[src/rtl/flpe_pkg.sv]
package flpe_pkg;
  localparam logic [1:0] REG_KEY  = 2'd0;
  localparam logic [1:0] REG_CTRL = 2'd1;
  localparam logic [1:0] REG_STAT = 2'd2;
  localparam logic [1:0] REG_ADDR = 2'd3;

  localparam int CB_PROG  = 0;
  localparam int CB_ERASE = 1;
  localparam int CB_START = 2;
  localparam int CB_LOCK  = 7;

  localparam int SB_BUSY  = 0;
  localparam int SB_EOP   = 1;
  localparam int SB_PERR  = 2;
  localparam int SB_WPERR = 3;

  typedef enum logic [1:0] {KS_LOCKED, KS_HALF, KS_OPEN, KS_DEAD} key_state_e;
  typedef enum logic {OP_PROG, OP_ERASE} op_kind_e;
endpackage

[src/rtl/flpe_key_lock.sv]
module flpe_key_lock
  import flpe_pkg::*;
#(
  parameter logic [31:0] KEY_A = 32'hC0DE_1A2B,
  parameter logic [31:0] KEY_B = 32'h5EED_F00D
) (
  input  logic        clk_i,
  input  logic        rst_ni,
  input  logic        key_we_i,
  input  logic [31:0] key_data_i,
  input  logic        relock_i,
  output logic        unlocked_o
);
  key_state_e st_q, st_d;

  always_comb begin
    st_d = st_q;
    unique case (st_q)
      KS_LOCKED: if (key_we_i) st_d = (key_data_i == KEY_A) ? KS_HALF : KS_DEAD;
      KS_HALF:   if (key_we_i) st_d = (key_data_i == KEY_B) ? KS_OPEN : KS_DEAD;
      KS_OPEN:   if (relock_i) st_d = KS_LOCKED;
      default:   st_d = KS_DEAD;
    endcase
  end

  always_ff @(posedge clk_i or negedge rst_ni)
    if (!rst_ni) st_q <= KS_LOCKED;
    else         st_q <= st_d;

  assign unlocked_o = (st_q == KS_OPEN);

  p_dead_sticky_r3: assert property (@(posedge clk_i) disable iff (!rst_ni)
    (st_q == KS_DEAD) |=> (st_q == KS_DEAD));
  p_relock_r4: assert property (@(posedge clk_i) disable iff (!rst_ni)
    (relock_i && unlocked_o) |=> !unlocked_o);
  p_open_via_half_r2: assert property (@(posedge clk_i) disable iff (!rst_ni)
    $rose(unlocked_o) |-> ($past(st_q) == KS_HALF));
endmodule

[src/rtl/flpe_wp_check.sv]
module flpe_wp_check #(
  parameter int NUM_PAGES = 8,
  parameter int PAGE_BITS = 4,
  parameter int AW        = 7
) (
  input  logic [AW-1:0]        addr_i,
  input  logic [NUM_PAGES-1:0] wp_mask_i,
  output logic                 prot_o,
  output logic [AW-1:0]        page_base_o
);
  localparam int PGW = AW - PAGE_BITS;
  logic [PGW-1:0] page;

  assign page        = addr_i[AW-1:PAGE_BITS];
  assign prot_o      = wp_mask_i[page];
  assign page_base_o = {page, {PAGE_BITS{1'b0}}};
endmodule

[src/rtl/flpe_op_timer.sv]
module flpe_op_timer
  import flpe_pkg::*;
#(
  parameter int PROG_CYCLES  = 5,
  parameter int ERASE_CYCLES = 12
) (
  input  logic clk_i,
  input  logic rst_ni,
  input  logic start_prog_i,
  input  logic start_erase_i,
  output logic busy_o,
  output logic done_prog_o,
  output logic done_erase_o
);
  localparam int MAXL = (PROG_CYCLES > ERASE_CYCLES) ? PROG_CYCLES : ERASE_CYCLES;
  localparam int CW   = $clog2(MAXL + 1);

  logic [CW-1:0] cnt_q;
  logic          busy_q;
  op_kind_e      kind_q;
  logic          last;

  assign last = busy_q && (cnt_q == '0);

  always_ff @(posedge clk_i or negedge rst_ni) begin
    if (!rst_ni) begin
      busy_q <= 1'b0;
      cnt_q  <= '0;
      kind_q <= OP_PROG;
    end else if (!busy_q && start_prog_i) begin
      busy_q <= 1'b1;
      cnt_q  <= CW'(PROG_CYCLES - 1);
      kind_q <= OP_PROG;
    end else if (!busy_q && start_erase_i) begin
      busy_q <= 1'b1;
      cnt_q  <= CW'(ERASE_CYCLES - 1);
      kind_q <= OP_ERASE;
    end else if (last) begin
      busy_q <= 1'b0;
    end else if (busy_q) begin
      cnt_q <= cnt_q - 1'b1;
    end
  end

  assign busy_o       = busy_q;
  assign done_prog_o  = last && (kind_q == OP_PROG);
  assign done_erase_o = last && (kind_q == OP_ERASE);

  p_start_idle_r12: assert property (@(posedge clk_i) disable iff (!rst_ni)
    (start_prog_i || start_erase_i) |-> !busy_q);
  p_busy_hold_r5: assert property (@(posedge clk_i) disable iff (!rst_ni)
    (busy_q && cnt_q != '0) |=> busy_q);
  p_done_ends_r5: assert property (@(posedge clk_i) disable iff (!rst_ni)
    (done_prog_o || done_erase_o) |=> !busy_q);
endmodule

[src/rtl/flpe_ctrl.sv]
module flpe_ctrl
  import flpe_pkg::*;
#(
  parameter int          WRITE_BYTES  = 2,
  parameter int          NUM_PAGES    = 8,
  parameter int          PAGE_UNITS   = 16,
  parameter int          PROG_CYCLES  = 5,
  parameter int          ERASE_CYCLES = 12,
  parameter logic [31:0] KEY_A        = 32'hC0DE_1A2B,
  parameter logic [31:0] KEY_B        = 32'h5EED_F00D,
  localparam int         DW           = 8 * WRITE_BYTES,
  localparam int         PAGE_BITS    = $clog2(PAGE_UNITS),
  localparam int         AW           = $clog2(NUM_PAGES) + PAGE_BITS
) (
  input  logic                 clk_i,
  input  logic                 rst_ni,
  input  logic [NUM_PAGES-1:0] wp_mask_i,
  input  logic                 reg_we_i,
  input  logic [1:0]           reg_addr_i,
  input  logic [31:0]          reg_wdata_i,
  output logic [31:0]          reg_rdata_o,
  input  logic                 fw_we_i,
  input  logic [AW-1:0]        fw_addr_i,
  input  logic [DW-1:0]        fw_data_i,
  output logic [AW-1:0]        fl_addr_o,
  output logic [DW-1:0]        fl_wdata_o,
  input  logic [DW-1:0]        fl_rdata_i,
  output logic                 fl_prog_o,
  output logic                 fl_erase_o
);
  logic unlocked, busy, done_prog, done_erase;
  logic prog_en_q, erase_en_q, armed_q;
  logic eop_q, perr_q, wperr_q;
  logic [AW-1:0] addr_q, op_addr_q;
  logic [DW-1:0] op_data_q;

  logic ctrl_we, stat_we, addr_we, key_we, can_cfg, relock;
  logic erase_go, prog_try, fw_prot, er_prot, not_erased;
  logic start_prog, start_erase;
  logic [AW-1:0] fw_base_unused, er_base;

  assign key_we  = reg_we_i && (reg_addr_i == REG_KEY);
  assign ctrl_we = reg_we_i && (reg_addr_i == REG_CTRL);
  assign stat_we = reg_we_i && (reg_addr_i == REG_STAT);
  assign addr_we = reg_we_i && (reg_addr_i == REG_ADDR);
  assign can_cfg = unlocked && !busy;
  assign relock  = ctrl_we && can_cfg && reg_wdata_i[CB_LOCK];

  flpe_key_lock #(.KEY_A(KEY_A), .KEY_B(KEY_B)) u_key (
    .clk_i, .rst_ni, .key_we_i(key_we), .key_data_i(reg_wdata_i),
    .relock_i(relock), .unlocked_o(unlocked)
  );

  flpe_wp_check #(.NUM_PAGES(NUM_PAGES), .PAGE_BITS(PAGE_BITS), .AW(AW)) u_wp_fw (
    .addr_i(fw_addr_i), .wp_mask_i, .prot_o(fw_prot), .page_base_o(fw_base_unused)
  );

  flpe_wp_check #(.NUM_PAGES(NUM_PAGES), .PAGE_BITS(PAGE_BITS), .AW(AW)) u_wp_er (
    .addr_i(addr_q), .wp_mask_i, .prot_o(er_prot), .page_base_o(er_base)
  );

  // start only honoured once erase mode and an address were set in earlier writes
  assign erase_go = ctrl_we && can_cfg && !reg_wdata_i[CB_LOCK] && reg_wdata_i[CB_START]
                  && reg_wdata_i[CB_ERASE] && erase_en_q && armed_q;
  assign prog_try   = fw_we_i && unlocked && !busy && prog_en_q;
  assign not_erased = (fl_rdata_i != {DW{1'b1}}) && (fw_data_i != '0);
  assign start_prog  = prog_try && !fw_prot && !not_erased;
  assign start_erase = erase_go && !er_prot;

  flpe_op_timer #(.PROG_CYCLES(PROG_CYCLES), .ERASE_CYCLES(ERASE_CYCLES)) u_tmr (
    .clk_i, .rst_ni, .start_prog_i(start_prog), .start_erase_i(start_erase),
    .busy_o(busy), .done_prog_o(done_prog), .done_erase_o(done_erase)
  );

  always_ff @(posedge clk_i or negedge rst_ni) begin
    if (!rst_ni) begin
      prog_en_q  <= 1'b0;
      erase_en_q <= 1'b0;
      armed_q    <= 1'b0;
      addr_q     <= '0;
    end else begin
      if (ctrl_we && can_cfg) begin
        if (reg_wdata_i[CB_LOCK]) begin
          prog_en_q  <= 1'b0;
          erase_en_q <= 1'b0;
          armed_q    <= 1'b0;
        end else begin
          prog_en_q  <= reg_wdata_i[CB_PROG];
          erase_en_q <= reg_wdata_i[CB_ERASE];
          if (!reg_wdata_i[CB_ERASE] || erase_go) armed_q <= 1'b0;
        end
      end
      if (addr_we && can_cfg) begin
        addr_q  <= reg_wdata_i[AW-1:0];
        armed_q <= erase_en_q;
      end
    end
  end

  always_ff @(posedge clk_i or negedge rst_ni) begin
    if (!rst_ni) begin
      op_addr_q <= '0;
      op_data_q <= '0;
    end else if (start_prog) begin
      op_addr_q <= fw_addr_i;
      op_data_q <= fw_data_i;
    end else if (start_erase) begin
      op_addr_q <= er_base;
      op_data_q <= {DW{1'b1}};
    end
  end

  always_ff @(posedge clk_i or negedge rst_ni) begin
    if (!rst_ni) begin
      eop_q   <= 1'b0;
      perr_q  <= 1'b0;
      wperr_q <= 1'b0;
    end else begin
      eop_q   <= (eop_q & ~(stat_we & reg_wdata_i[SB_EOP])) | done_prog | done_erase;
      perr_q  <= (perr_q & ~(stat_we & reg_wdata_i[SB_PERR])) | (prog_try & !fw_prot & not_erased);
      wperr_q <= (wperr_q & ~(stat_we & reg_wdata_i[SB_WPERR]))
               | (prog_try & fw_prot) | (erase_go & er_prot);
    end
  end

  always_comb begin
    reg_rdata_o = '0;
    unique case (reg_addr_i)
      REG_CTRL: begin
        reg_rdata_o[CB_LOCK]  = !unlocked;
        reg_rdata_o[CB_PROG]  = prog_en_q;
        reg_rdata_o[CB_ERASE] = erase_en_q;
      end
      REG_STAT: begin
        reg_rdata_o[SB_BUSY]  = busy;
        reg_rdata_o[SB_EOP]   = eop_q;
        reg_rdata_o[SB_PERR]  = perr_q;
        reg_rdata_o[SB_WPERR] = wperr_q;
      end
      REG_ADDR: reg_rdata_o[AW-1:0] = addr_q;
      default:  reg_rdata_o = '0;
    endcase
  end

  assign fl_addr_o  = busy ? op_addr_q : fw_addr_i;
  assign fl_wdata_o = op_data_q;
  assign fl_prog_o  = done_prog;
  assign fl_erase_o = done_erase;

  p_strobe_busy_r5: assert property (@(posedge clk_i) disable iff (!rst_ni)
    (fl_prog_o || fl_erase_o) |-> busy);
  p_one_strobe_r9: assert property (@(posedge clk_i) disable iff (!rst_ni)
    !(fl_prog_o && fl_erase_o));
  p_eop_set_r6: assert property (@(posedge clk_i) disable iff (!rst_ni)
    (fl_prog_o || fl_erase_o) |=> eop_q);
  p_launch_unlocked_r2: assert property (@(posedge clk_i) disable iff (!rst_ni)
    $rose(busy) |-> $past(unlocked));
  p_no_prot_write_r10: assert property (@(posedge clk_i) disable iff (!rst_ni)
    (fl_prog_o || fl_erase_o) |-> !wp_mask_i[fl_addr_o[AW-1:PAGE_BITS]]);
  p_ctrl_hold_busy_r12: assert property (@(posedge clk_i) disable iff (!rst_ni)
    (busy && ctrl_we) |=> ($stable(prog_en_q) && $stable(erase_en_q)));
endmodule

[config.mk]
export PLATFORM = sky130hd
export DESIGN_NAME = flpe_ctrl
export DESIGN_NICKNAME = d
export VERILOG_FILES = /design/src/rtl/flpe_pkg.sv /design/src/rtl/flpe_key_lock.sv /design/src/rtl/flpe_wp_check.sv /design/src/rtl/flpe_op_timer.sv /design/src/rtl/flpe_ctrl.sv
export SDC_FILE = /design/constraint.sdc
export NUM_CORES = 1
export LEC_CHECK = 0
export CORE_ASPECT_RATIO = 1.5
export CORE_UTILIZATION = 43
export DETAILED_ROUTE_END_ITERATION = 8
export GPL_ROUTABILITY_DRIVEN = 0
export PLACE_DENSITY = 0.87
export SKIP_LAST_GASP = 1
export SYNTH_ARGS = -nofsm -noshare
export SYNTH_HDL_FRONTEND = slang
export SYNTH_SLANG_ARGS = --single-unit
[constraint.sdc]
create_clock -name clk_i -period 6.5 [get_ports clk_i]
set_clock_uncertainty 0.15 [all_clocks]
set_input_delay 1.625 -clock clk_i [delete_from_list [all_inputs] [get_ports clk_i]]
set_output_delay 1.625 -clock clk_i [all_outputs]
set_load 0.05 [all_outputs]
Yosys cells after proc, flatten, opt, wreduce, memory -nomap -nowiden
Cells that the tools add are included.

Eq/ne operators: 12. $lt $le $gt $ge: 2. $add $sub $neg: 1. Reduce and logical (&&, ||, !) cells: 46. Bitwise gates (word level): 19. Muxes and demuxes: 34.

Operator list (count): $eq A32 B31 Y1 const B (1); $eq A32 B32 Y1 const B (1); $mux W16 (2); $logic_and A1 B1 Y1 (25); $mux W7 (3); $mux W4 (4); $ne A16 B16 Y1 const B (1); $reduce_bool A16 Y1 (1); $mux W1 (15); $pmux W2 S3 (2); $and A1 B1 Y1 (10); $reduce_bool A3 Y1 (3); $lt A3 B4 Y1 const B (2); $mux W2 (4); $logic_not A1 Y1 (7); $bmux W1 S3 (2); $eq A2 B2 Y1 const B (3); $reduce_bool A2 Y1 (3); $or A1 B1 Y1 (5); $eq A2 B1 Y1 const B (2); $logic_not A2 Y1 (2); $logic_not A4 Y1 (1); $ne A2 B2 Y1 const B (2); $not A1 Y1 (4); other kinds (8) (9).

Register bits: 44. Output and inout bits: 57.

Depth between registers and ports, before layout
Gate-level depths: netlist (run 1).

Depth after elaboration: 13. Mapped depth: 6.

Modules after synthesis
From an unflattened synthesis (run 1), not the netlist that was laid out.

Cell total of the unflattened synthesis: 290. Area total of the unflattened synthesis: 3021.6 sq um.

Modules (own cells, without submodules): flpe_ctrl (cells an instance 203, area an instance 2130.8 sq um, seq. area each 900.9 sq um, instances 1); flpe_op_timer (cells an instance 37, area an instance 365.4 sq um, seq. area each 150.1 sq um, instances 1); flpe_key_lock (cells an instance 28, area an instance 285.3 sq um, seq. area each 50.0 sq um, instances 1); flpe_wp_check (cells an instance 11, area an instance 120.1 sq um, seq. area each 0.0 sq um, instances 2).

Worst setup path before layout (run 1)
Ideal clock, no wire load.

Path kind: input -> output. Start: input port reg_addr_i[0]. End: output port reg_rdata_o[7]. Data required time: 4725 ps. Stages: 2. Arrival: 3081 ps. Path slack: 1644 ps. Cell sequence: nor2b_1 > a21boi_0.

Longest elaborated chain between the ends: 2.

RTL lines: from (decl) (line flpe_ctrl.sv:19) `input logic [1:0] reg_addr_i,`; $eq A2 B1 Y1 (line flpe_ctrl.sv:128) `unique case (reg_addr_i)`; $mux W1 (line flpe_ctrl.sv:128); to (decl) (line flpe_ctrl.sv:21) `output logic [31:0] reg_rdata_o,`.

No other way between the ends.

Worst setup path after layout (run 1)
Ends and elaborated chain as after synthesis.

==> run summary, run 1 <==
CLOCKING
--------------------------------------------------------------------------------
Root buffer cell                                                    sky130_fd_sc_hd__clkbuf_8
Clock transition at path regs                                            0.08 ns
PostCTS Resize Cnt                                                             0
Maximum level of the CTS H-tree                                                2
Hold Buf Count CTS                                                             0
Clock tree from TritonCTS                                                    yes
CTS Buf Count                                                                  5
Later-pin clock latency in the skew report                               0.29 ns
Total clock sinks                                                             44
Post-CTS repair timing setup buffer count                                      0
Bufs on Longest Clock Path                                                     2

FINAL LAYOUT
--------------------------------------------------------------------------------
Cell Count, Final, Fillers Out                                               466
Layout Nets                                                                  480
Proportion of layout cells with a drive suffix above 1                    0.0508
Final core utilization                                                     0.657
Area delta synth->final                                                    46.4%
Area of all placed cells without fillers                              3850 sq um
Number of antenna diodes                                                       0
Fillcell total                                                               506

PLACE
--------------------------------------------------------------------------------
Number of placed instances with taps included                                458
Worst setup slack after placement                                       0.945 ns
Placed Instance Area                                                  3760 sq um
Count of input and output buffers                                            117
DPL Wire Length                                                          5.36 mm

LOGIC SYNTHESIS
--------------------------------------------------------------------------------
Area share of the leading cell type in the synthesized netlist             0.418
Count of yosys warnings during synthesis                                       0
Share of the yosys chip area belonging to registers                        0.418
Leading cell types by total area after synthesis                    sky130_fd_sc_hd__dfrtp_1 42%, sky130_fd_sc_hd__buf_4 6.8%, sky130_fd_sc_hd__nor2_1 5.8%
Biggest area consumer among synthesized cells                       sky130_fd_sc_hd__dfrtp_1
Synthesized area per cell                                             9.41 sq um
Synth Flop Type                                                     sky130_fd_sc_hd__dfrtp_1
Synthesized netlist cell count                                               280
Netlist cell types                                                            47
Flops & latches, synth                                                        44
Commonest cells in the netlist                                      44 x sky130_fd_sc_hd__dfrtp_1, 41 x sky130_fd_sc_hd__nor2_1, 24 x sky130_fd_sc_hd__buf_4
Most common cell in the netlist                                     sky130_fd_sc_hd__dfrtp_1
Share of synthesized flip-flops with an asynchronous set or reset           1.00
Post-synthesis cell area                                              2630 sq um
Post-synth EDFFs                                                               0

MIN PATH
--------------------------------------------------------------------------------
Startpoint of the most critical hold path                           perr_q$_DFF_PN0_
Hold/Removal Path Class                                                  reg2reg

TIMING
--------------------------------------------------------------------------------
Final Critical Period                                                    5.56 ns
RSZ-0062 raised after global routing                                          no
Max Clock Freq                                                         0.180 GHz
Worst hold margin                                                       0.349 ns
Least setup slack across all paths after layout                         0.935 ns
Remaining max-slew budget at the tightest pin                              0.277
Transition at the pin with the smallest max-transition slack             1.08 ns
Final cycle utilization of the critical path                               0.856
Finish-stage setup viols                                                       0
Count of pins over their slew limit                                            0
Final count of hold timing violations                                          0
Final sum of negative setup slack                                           0 ns

PWR
--------------------------------------------------------------------------------
Total leakage power                                                      1.64 nW
Largest vdd supply drop                                               0.000144 V
Total power density per cell area                                    150 nW/um^2
Design Power                                                            0.577 mW

DETAILED ROUTING
--------------------------------------------------------------------------------
Number of vias in the routed layout                                         2492
Wire length per cell after detailed routing                         14.9 microns
Via count normalized by instance count                                      5.35
DRT antenna net count                                                          0
Final routed wirelength across all metal layers                          6.96 mm
Number of detailed-routing iterations run before antenna repair                4
Violation count after the first detailed-routing iteration                    97
DRC violation count after routing                                              0

CRITICAL PATH
--------------------------------------------------------------------------------
Worst flop-to-flop path startpoint                                  u_tmr.busy_o$_DFFE_PN0P_
Element type at the critical path start                             primary input
Critical path class                                                       in2out
Worst Path Max Fanout                                                         11
Max stage delay cell, worst path                                    sky130_fd_sc_hd__clkdlybuf4s50_1
Critical-path cell list                                             clkdlybuf4s50_1 -> nor2b_1 -> a21boi_0 -> clkdlybuf4s50_1
Type of destination of the critical path                             output port
Beginning of the critical path                                      reg_addr_i[0]
Data required time at the worst endpoint                                 4.72 ns
Arr. time, crit path                                                     3.79 ns
Most numerous cell on the critical path                             sky130_fd_sc_hd__clkdlybuf4s50_1
Slowest stage delay, CP                                                  0.83 ns

DIE
--------------------------------------------------------------------------------
Die area                                                              6450 sq um
I/O pin total                                                                142
Row count                                                                     34
Vertical die dimension                                              97.9 microns
Starting Density                                                           0.449
Die X                                                               65.9 microns
Total core area                                                       5870 sq um

GRT
--------------------------------------------------------------------------------
Remaining global-route overflow                                                0
Global-route wire length before repair                                   11.4 mm
Number of antenna violations at the first check in global routing              0
Pin count of the biggest net entering global routing                          53
Gr usage total                                                             0.226
Vias in the first global route                                              2506

FLOW RUN
--------------------------------------------------------------------------------
Max-capacitance violation count                                                0

RUN STATUS
--------------------------------------------------------------------------------
Result of the run                                                   complete, no violations

flip-flops by register name, indices dropped and copies added (netlist names), 2 cells and up:
register,count
fl_wdata_o,16
u_tmr.cnt_q,4
op_addr_q,7
addr_q,7
u_key.st_q,2
placed cells by master, fill, tap and decap left out, types with 2 or more instances in the layout:
cell type,synthesis,layout
sky130_fd_sc_hd__nand4bb_1,2,2
sky130_fd_sc_hd__nand2_1,18,18
sky130_fd_sc_hd__clkbuf_8,0,6
sky130_fd_sc_hd__inv_1,8,8
sky130_fd_sc_hd__conb_1,1,24
sky130_fd_sc_hd__mux2_2,5,5
sky130_fd_sc_hd__a21oi_1,22,22
sky130_fd_sc_hd__mux4_2,5,5
sky130_fd_sc_hd__nand3_1,3,3
sky130_fd_sc_hd__nor4b_1,4,4
sky130_fd_sc_hd__a22o_1,2,2
sky130_fd_sc_hd__mux2_1,8,8
sky130_fd_sc_hd__mux2i_1,5,5
sky130_fd_sc_hd__nand4b_1,4,4
sky130_fd_sc_hd__or4_1,6,6
sky130_fd_sc_hd__dfrtp_1,44,44
sky130_fd_sc_hd__o21ai_1,10,10
sky130_fd_sc_hd__ha_1,2,2
sky130_fd_sc_hd__nor4_1,5,5
sky130_fd_sc_hd__nor4bb_1,2,2
sky130_fd_sc_hd__o211ai_1,3,3
sky130_fd_sc_hd__nand2b_1,3,3
sky130_fd_sc_hd__and3_1,3,3
sky130_fd_sc_hd__o211a_1,2,2
sky130_fd_sc_hd__nor2b_1,4,4
sky130_fd_sc_hd__a31oi_1,2,2
sky130_fd_sc_hd__nand4_1,6,6
sky130_fd_sc_hd__o21a_1,2,2
sky130_fd_sc_hd__clkdlybuf4s50_1,0,116
sky130_fd_sc_hd__o21ai_0,4,4
sky130_fd_sc_hd__nand3b_1,5,5
sky130_fd_sc_hd__nor2_1,41,41
routing by layer:
layer | up-vias | wire length, microns | global-route usage
met5 | - | 0 | 0
met4 | 0 | 122 | 0.0753
met3 | 14 | 492 | 0.0456
met2 | 115 | 3700 | 0.411
met1 | 1174 | 2650 | 0.252
li1 | 1189 | - | -
where the power goes:
| group | switching (mW) | total (mW) | internal [mW] |
|---|---|---|---|
| Clock | 0.0906 | 0.177 | 0.0864 |
| Sequential | 0.000448 | 0.274 | 0.274 |
| Combinational | 0.0680 | 0.126 | 0.0579 |
| Total | 0.159 | 0.577 | 0.418 |
area by class of cell:
type	count	area [sq um]	area share
Clock buffer	7	86.3	0.0224
Sequential cell	44	1100	0.286
Clock inverter	1	7.51	0.00195
Multi-Input combinational cell	215	1360	0.353
Tap cell	72	90.1	0.0234
Timing Repair Buffer	118	1170	0.304
Inverter	9	33.8	0.00876
worst max-delay path, delay by kind of cell:
| kind | cells | cell delay [ns] |
|---|---|---|
| AO/OA/AOI/OAI | 1 | 0.23 |
| buffers and inverters | 2 | 1.55 |
| AND/OR/NAND/NOR | 1 | 0.38 |
kinds of logic after synthesis:
group / synth area share
AOI/OAI and AO/OA: 0.118
adders and majority gates: 0.00950
buffers and inverters: 0.0974
DFF: 0.418
muxes: 0.117
other: 0.00142
and+or+nand+nor: 0.238
worst paths after layout:
path	endpoint	cells past startpoint	slack (ns)
max in group asynchronous	op_addr_q[5]$_DFFE_PN0P_	1	4.25
max	reg_rdata_o[7]	4	0.94
min reg2reg	perr_q$_DFF_PN0_	1	0.35
min	perr_q$_DFF_PN0_	1	0.35
max reg2reg	op_addr_q[4]$_DFFE_PN0P_	5	3.32
min in group asynchronous	armed_q$_DFFE_PN0P_	1	1.34
Power figures use the tool's default switching activity.
==> run 2: changes to the inputs <==
Settings changed: GPL_ROUTABILITY_DRIVEN 0 to default, SLEW_MARGIN from default to 20.
==> run summary, run 2 (synthesis gave the netlist of run 1 again) <==
RUN STATUS
--------------------------------------------------------------------------------
Result of the run                                                   complete, no violations

DIE
--------------------------------------------------------------------------------
Starting Density                                                           0.449
Total core area                                                       5870 sq um
Row count                                                                     34
Die area                                                              6450 sq um
Vertical die dimension                                              97.9 microns
I/O pin total                                                                142
Die X                                                               65.9 microns

GRT
--------------------------------------------------------------------------------
Number of antenna violations at the first check in global routing              0
Remaining global-route overflow                                                0
Pin count of the biggest net entering global routing                          53
Gr usage total                                                             0.226
Vias in the first global route                                              2506
Global-route wire length before repair                                   11.4 mm

TIMING
--------------------------------------------------------------------------------
Worst hold margin                                                       0.347 ns
Transition at the pin with the smallest max-transition slack            0.731 ns
Final Critical Period                                                    5.56 ns
Finish-stage setup viols                                                       0
Final cycle utilization of the critical path                               0.856
Count of pins over their slew limit                                            0
Max Clock Freq                                                         0.180 GHz
Final sum of negative setup slack                                           0 ns
Final count of hold timing violations                                          0
RSZ-0062 raised after global routing                                          no
Remaining max-slew budget at the tightest pin                              0.513

DETAILED ROUTING
--------------------------------------------------------------------------------
DRT antenna net count                                                          0
DRC violation count after routing                                              0
Number of detailed-routing iterations run before antenna repair                4
Final routed wirelength across all metal layers                          6.93 mm
Violation count after the first detailed-routing iteration                   101
Number of vias in the routed layout                                         2499
Via count normalized by instance count                                      5.35
Wire length per cell after detailed routing                         14.8 microns

CRITICAL PATH
--------------------------------------------------------------------------------
Worst Path Max Fanout                                                         11
Arr. time, crit path                                                     3.79 ns
Buffers & Inverters on Critical Path                                           2
Critical path class                                                       in2out
Most numerous cell on the critical path                             sky130_fd_sc_hd__clkdlybuf4s50_1
Data required time at the worst endpoint                                 4.72 ns
Slowest stage delay, CP                                                  0.83 ns
Element type at the critical path start                             primary input
Critical-path cell list                                             clkdlybuf4s50_1 -> nor2b_1 -> a21boi_0 -> clkdlybuf4s50_1
Type of destination of the critical path                             output port
Max stage delay cell, worst path                                    sky130_fd_sc_hd__clkdlybuf4s50_1
Dominant delay contributor by cell family on the critical path      buffers and inverters

PWR
--------------------------------------------------------------------------------
Design Power                                                            0.578 mW
Total power density per cell area                                    149 nW/um^2
Largest vdd supply drop                                               0.000144 V
Total leakage power                                                      1.65 nW

FINAL LAYOUT
--------------------------------------------------------------------------------
Fillcell total                                                               501
Proportion of layout cells with a drive suffix above 1                    0.0532
Most used cells in the layout excluding fill and tap cells          116 x sky130_fd_sc_hd__clkdlybuf4s50_1, 44 x sky130_fd_sc_hd__dfrtp_1, 41 x sky130_fd_sc_hd__nor2_1, 24 x sky130_fd_sc_hd__conb_1, 22 x sky130_fd_sc_hd__a21oi_1
Number of antenna diodes                                                       0
Most common library cell in the layout ignoring fill and taps       sky130_fd_sc_hd__clkdlybuf4s50_1
Area delta synth->final                                                    47.3%
Layout Nets                                                                  481
Max FFs per register                                                          16
Cell Count, Final, Fillers Out                                               467

CLOCKING
--------------------------------------------------------------------------------
Clock tree from TritonCTS                                                    yes
Hold Buf Count CTS                                                             0
Post-CTS repair timing setup buffer count                                      0
Total clock sinks                                                             44
Clock transition at path regs                                            0.08 ns
Later-pin clock latency in the skew report                               0.29 ns
Bufs on Longest Clock Path                                                     2
CTS Buf Count                                                                  5
Maximum level of the CTS H-tree                                                2
Root buffer cell                                                    sky130_fd_sc_hd__clkbuf_8
PostCTS Resize Cnt                                                             0

PLACE
--------------------------------------------------------------------------------
Final estimated routing congestion in global placement                     0.863
Count of input and output buffers                                            117
Number of placed instances with taps included                                458
DPL Wire Length                                                          5.36 mm

FLOW RUN
--------------------------------------------------------------------------------
Max-capacitance violation count                                                0

MIN PATH
--------------------------------------------------------------------------------
Hold/Removal Path Class                                                  reg2reg

## run 2: area by class of cell
type	instances	area, sq um	area share
multi-input combinational	215	1370	0.352
timing repair buffer	119	1190	0.308
sequential	44	1100	0.284
tap	72	90.1	0.0232
clock buffer	7	86.3	0.0223
inverter	9	33.8	0.00871
clock inverter	1	7.51	0.00193
## run 2: power by group
part           total (mW)  internal, mW  switching (mW)
registers           0.274         0.274        0.000416
clock network       0.177        0.0864          0.0903
logic               0.127        0.0591          0.0682
## run 2: path summary, 6_finish.rpt
check                                    startpoint                       end  slack, ns  cells after the start
max                                   reg_addr_i[0]            reg_rdata_o[7]       0.94                      4
min                                perr_q$_DFF_PN0_          perr_q$_DFF_PN0_       0.35                      1
max reg2reg                u_tmr.busy_o$_DFFE_PN0P_  op_addr_q[4]$_DFFE_PN0P_       3.64                      5
min reg2reg                        perr_q$_DFF_PN0_          perr_q$_DFF_PN0_       0.35                      1
max in group asynchronous                    rst_ni     addr_q[5]$_DFFE_PN0P_       4.68                      2
min in group asynchronous                    rst_ni       armed_q$_DFFE_PN0P_       1.06                      1
## run 2: routing by layer
metal	up-vias	GRT usage	part of all wire
met1	1186	0.252	0.38
met2	111	0.411	0.53
met3	12	0.0456	0.068
met5	-	0	0
li1	1190	-	-
met4	0	0.0753	0.017
## run 2: stage by stage
stage	area, sq um	worst slack [ns]	utilization
finish	3880	0.937	0.661
global route	3880	0.808	0.661
CTS	3850	0.934	0.657
detailed placement	3760	0.945	0.641
global placement	3760	1.02	0.641
floorplan	2720	1.64	-
==> run 3: changes to the inputs <==
Settings changed: CORE_UTILIZATION 43 to 39, PLACE_DENSITY 0.87 to default, PLACE_DENSITY_LB_ADDON from default to 0.12.
Clock period 6.5 ns to 6.27 ns, I/O delays scaled along.
==> run summary, run 3 (synthesis gave the netlist of run 1 again) <==
RUN STATUS
--------------------------------------------------------------------------------
Result of the run                                                   complete, no violations

TIMING
--------------------------------------------------------------------------------
Worst hold margin                                                       0.341 ns
Count of pins over their slew limit                                            0
RSZ-0062 raised after global routing                                          no
Max Clock Freq                                                         0.182 GHz
Finish-stage setup viols                                                       0
Final sum of negative setup slack                                           0 ns
Final Critical Period                                                    5.48 ns
Transition at the pin with the smallest max-transition slack            0.694 ns
Final cycle utilization of the critical path                               0.875
Final count of hold timing violations                                          0
Remaining max-slew budget at the tightest pin                              0.537

CRITICAL PATH
--------------------------------------------------------------------------------
Dominant delay contributor by cell family on the critical path      buffers and inverters
Data required time at the worst endpoint                                 4.55 ns
Critical path class                                                       in2out
Slowest stage delay, CP                                                  0.83 ns
Worst flop-to-flop path startpoint                                  u_tmr.busy_o$_DFFE_PN0P_
Most numerous cell on the critical path                             sky130_fd_sc_hd__clkdlybuf4s50_1
Arr. time, crit path                                                     3.77 ns
Max stage delay cell, worst path                                    sky130_fd_sc_hd__clkdlybuf4s50_1
Critical Path Stages                                                           4
Type of destination of the critical path                             output port
Worst Setup EP                                                      reg_rdata_o[7]
Element type at the critical path start                             primary input
Worst Path Max Fanout                                                         11
R2R Setup Slk                                                            3.56 ns
Beginning of the critical path                                      reg_addr_i[0]
Critical-path cell list                                             clkdlybuf4s50_1 -> nor2b_1 -> a21boi_0 -> clkdlybuf4s50_1
R2R Path End                                                        op_addr_q[4]$_DFFE_PN0P_
Number of cells traversed by the worst register-to-register path               6
Buffers & Inverters on Critical Path                                           2

GRT
--------------------------------------------------------------------------------
Vias in the first global route                                              2350
Pin count of the biggest net entering global routing                          53
Global-route wire length before repair                                   11.4 mm
Number of antenna violations at the first check in global routing              0
Gr usage total                                                             0.202
Remaining global-route overflow                                                0

CLOCKING
--------------------------------------------------------------------------------
Post-CTS repair timing setup buffer count                                      0
Total clock sinks                                                             44
Clock tree from TritonCTS                                                    yes
Later-pin clock latency in the skew report                               0.30 ns
PostCTS Resize Cnt                                                             0
Bufs on Longest Clock Path                                                     2
CTS Buf Count                                                                  5
Hold Buf Count CTS                                                             0
Maximum level of the CTS H-tree                                                2
Clock transition at path regs                                            0.08 ns
Root buffer cell                                                    sky130_fd_sc_hd__clkbuf_8

MIN PATH
--------------------------------------------------------------------------------
Worst hold path stage count                                                    2
Hold/Removal Path Class                                                  reg2reg
Startpoint of the most critical hold path                           eop_q$_DFF_PN0_

FINAL LAYOUT
--------------------------------------------------------------------------------
Proportion of layout cells with a drive suffix above 1                    0.0506
Number of antenna diodes                                                       0
Max FFs per register                                                          16
Area delta synth->final                                                    46.8%
Most used cells in the layout excluding fill and tap cells          116 x sky130_fd_sc_hd__clkdlybuf4s50_1, 44 x sky130_fd_sc_hd__dfrtp_1, 41 x sky130_fd_sc_hd__nor2_1, 24 x sky130_fd_sc_hd__conb_1, 22 x sky130_fd_sc_hd__a21oi_1
Layout Nets                                                                  481
Fillcell total                                                               620
Most common library cell in the layout ignoring fill and taps       sky130_fd_sc_hd__clkdlybuf4s50_1

DETAILED ROUTING
--------------------------------------------------------------------------------
Violation count after the first detailed-routing iteration                    88
Number of detailed-routing iterations run before antenna repair                4
DRT antenna net count                                                          0
DRC violation count after routing                                              0
Final routed wirelength across all metal layers                          6.93 mm
Wire length per cell after detailed routing                         14.7 microns
Via count normalized by instance count                                      5.14
Number of vias in the routed layout                                         2422

PLACE
--------------------------------------------------------------------------------
Count of input and output buffers                                            117
Final estimated routing congestion in global placement                     0.868
DPL Wire Length                                                          5.29 mm

DIE
--------------------------------------------------------------------------------
Die area                                                              7090 sq um
Row count                                                                     36
Starting Density                                                           0.403
Total core area                                                       6530 sq um
Vertical die dimension                                               103 microns
I/O pin total                                                                142
Die X                                                               69.1 microns

PWR
--------------------------------------------------------------------------------
Largest vdd supply drop                                               0.000154 V
Design Power                                                            0.597 mW
Total power density per cell area                                    155 nW/um^2
Total leakage power                                                      1.65 nW

FLOW RUN
--------------------------------------------------------------------------------
Max-capacitance violation count                                                0

[run 3: changes by cell type in the layout (fill, tap and decap cells not counted), sizes merged]
cell      before  now
clkbuf         7    8
clkinvlp       1    0
[run 3: area by class of cell]
| class | instances | area (sq um) | share of cell area |
|---|---|---|---|
| clock buffers | 8 | 90.1 | 0.0233 |
| flip-flops and latches | 44 | 1100 | 0.285 |
| inverters | 9 | 33.8 | 0.00874 |
| well taps | 76 | 95.1 | 0.0246 |
| repair buffers | 119 | 1180 | 0.306 |
| multi-input cells | 215 | 1360 | 0.352 |
[run 3: per-stage QoR]
| step | worst slack (ns) | area (sq um) | utilization | cells |
|---|---|---|---|---|
| 6_report | 0.787 | 3870 | 0.592 | 471 |
| 4_1_cts | 0.778 | 3860 | 0.592 | 471 |
| 2_1_floorplan | 1.53 | 2720 | - | 303 |
| 3_5_place_dp | 0.787 | 3770 | 0.578 | 463 |
| 5_1_grt | 0.702 | 3870 | 0.592 | 471 |
| 3_3_place_gp | 0.827 | 3770 | 0.578 | 463 |
[run 3: routing by layer]
| metal | vias to the layer above | global-route usage | part of all wire |
|---|---|---|---|
| met2 | 91 | 0.370 | 0.52 |
| met3 | 7 | 0.0518 | 0.061 |
| li1 | 1185 | - | - |
| met5 | - | 0 | 0 |
| met4 | 0 | 0.0644 | 0.013 |
| met1 | 1139 | 0.230 | 0.41 |
[run 3: worst min-delay path by stage]
stage,endpoint
4_1_cts,eop_q$_DFF_PN0_
5_1_grt,eop_q$_DFF_PN0_
2_1_floorplan,eop_q$_DFF_PN0_
6_report,eop_q$_DFF_PN0_
3_3_place_gp,eop_q$_DFF_PN0_
3_5_place_dp,eop_q$_DFF_PN0_
[run 3: tightest hold or removal path, delay by kind of cell, from the launching register on]
family           cells  cell delay (ns)
AND/OR/NAND/NOR      2             0.12
flip-flops           1             0.34
[run 3: where the power goes]
part	switching, mW	total, mW	internal (mW)
combinational	0.0698	0.130	0.0601
clock	0.0933	0.183	0.0899
sequential	0.000323	0.284	0.284
total	0.163	0.597	0.434
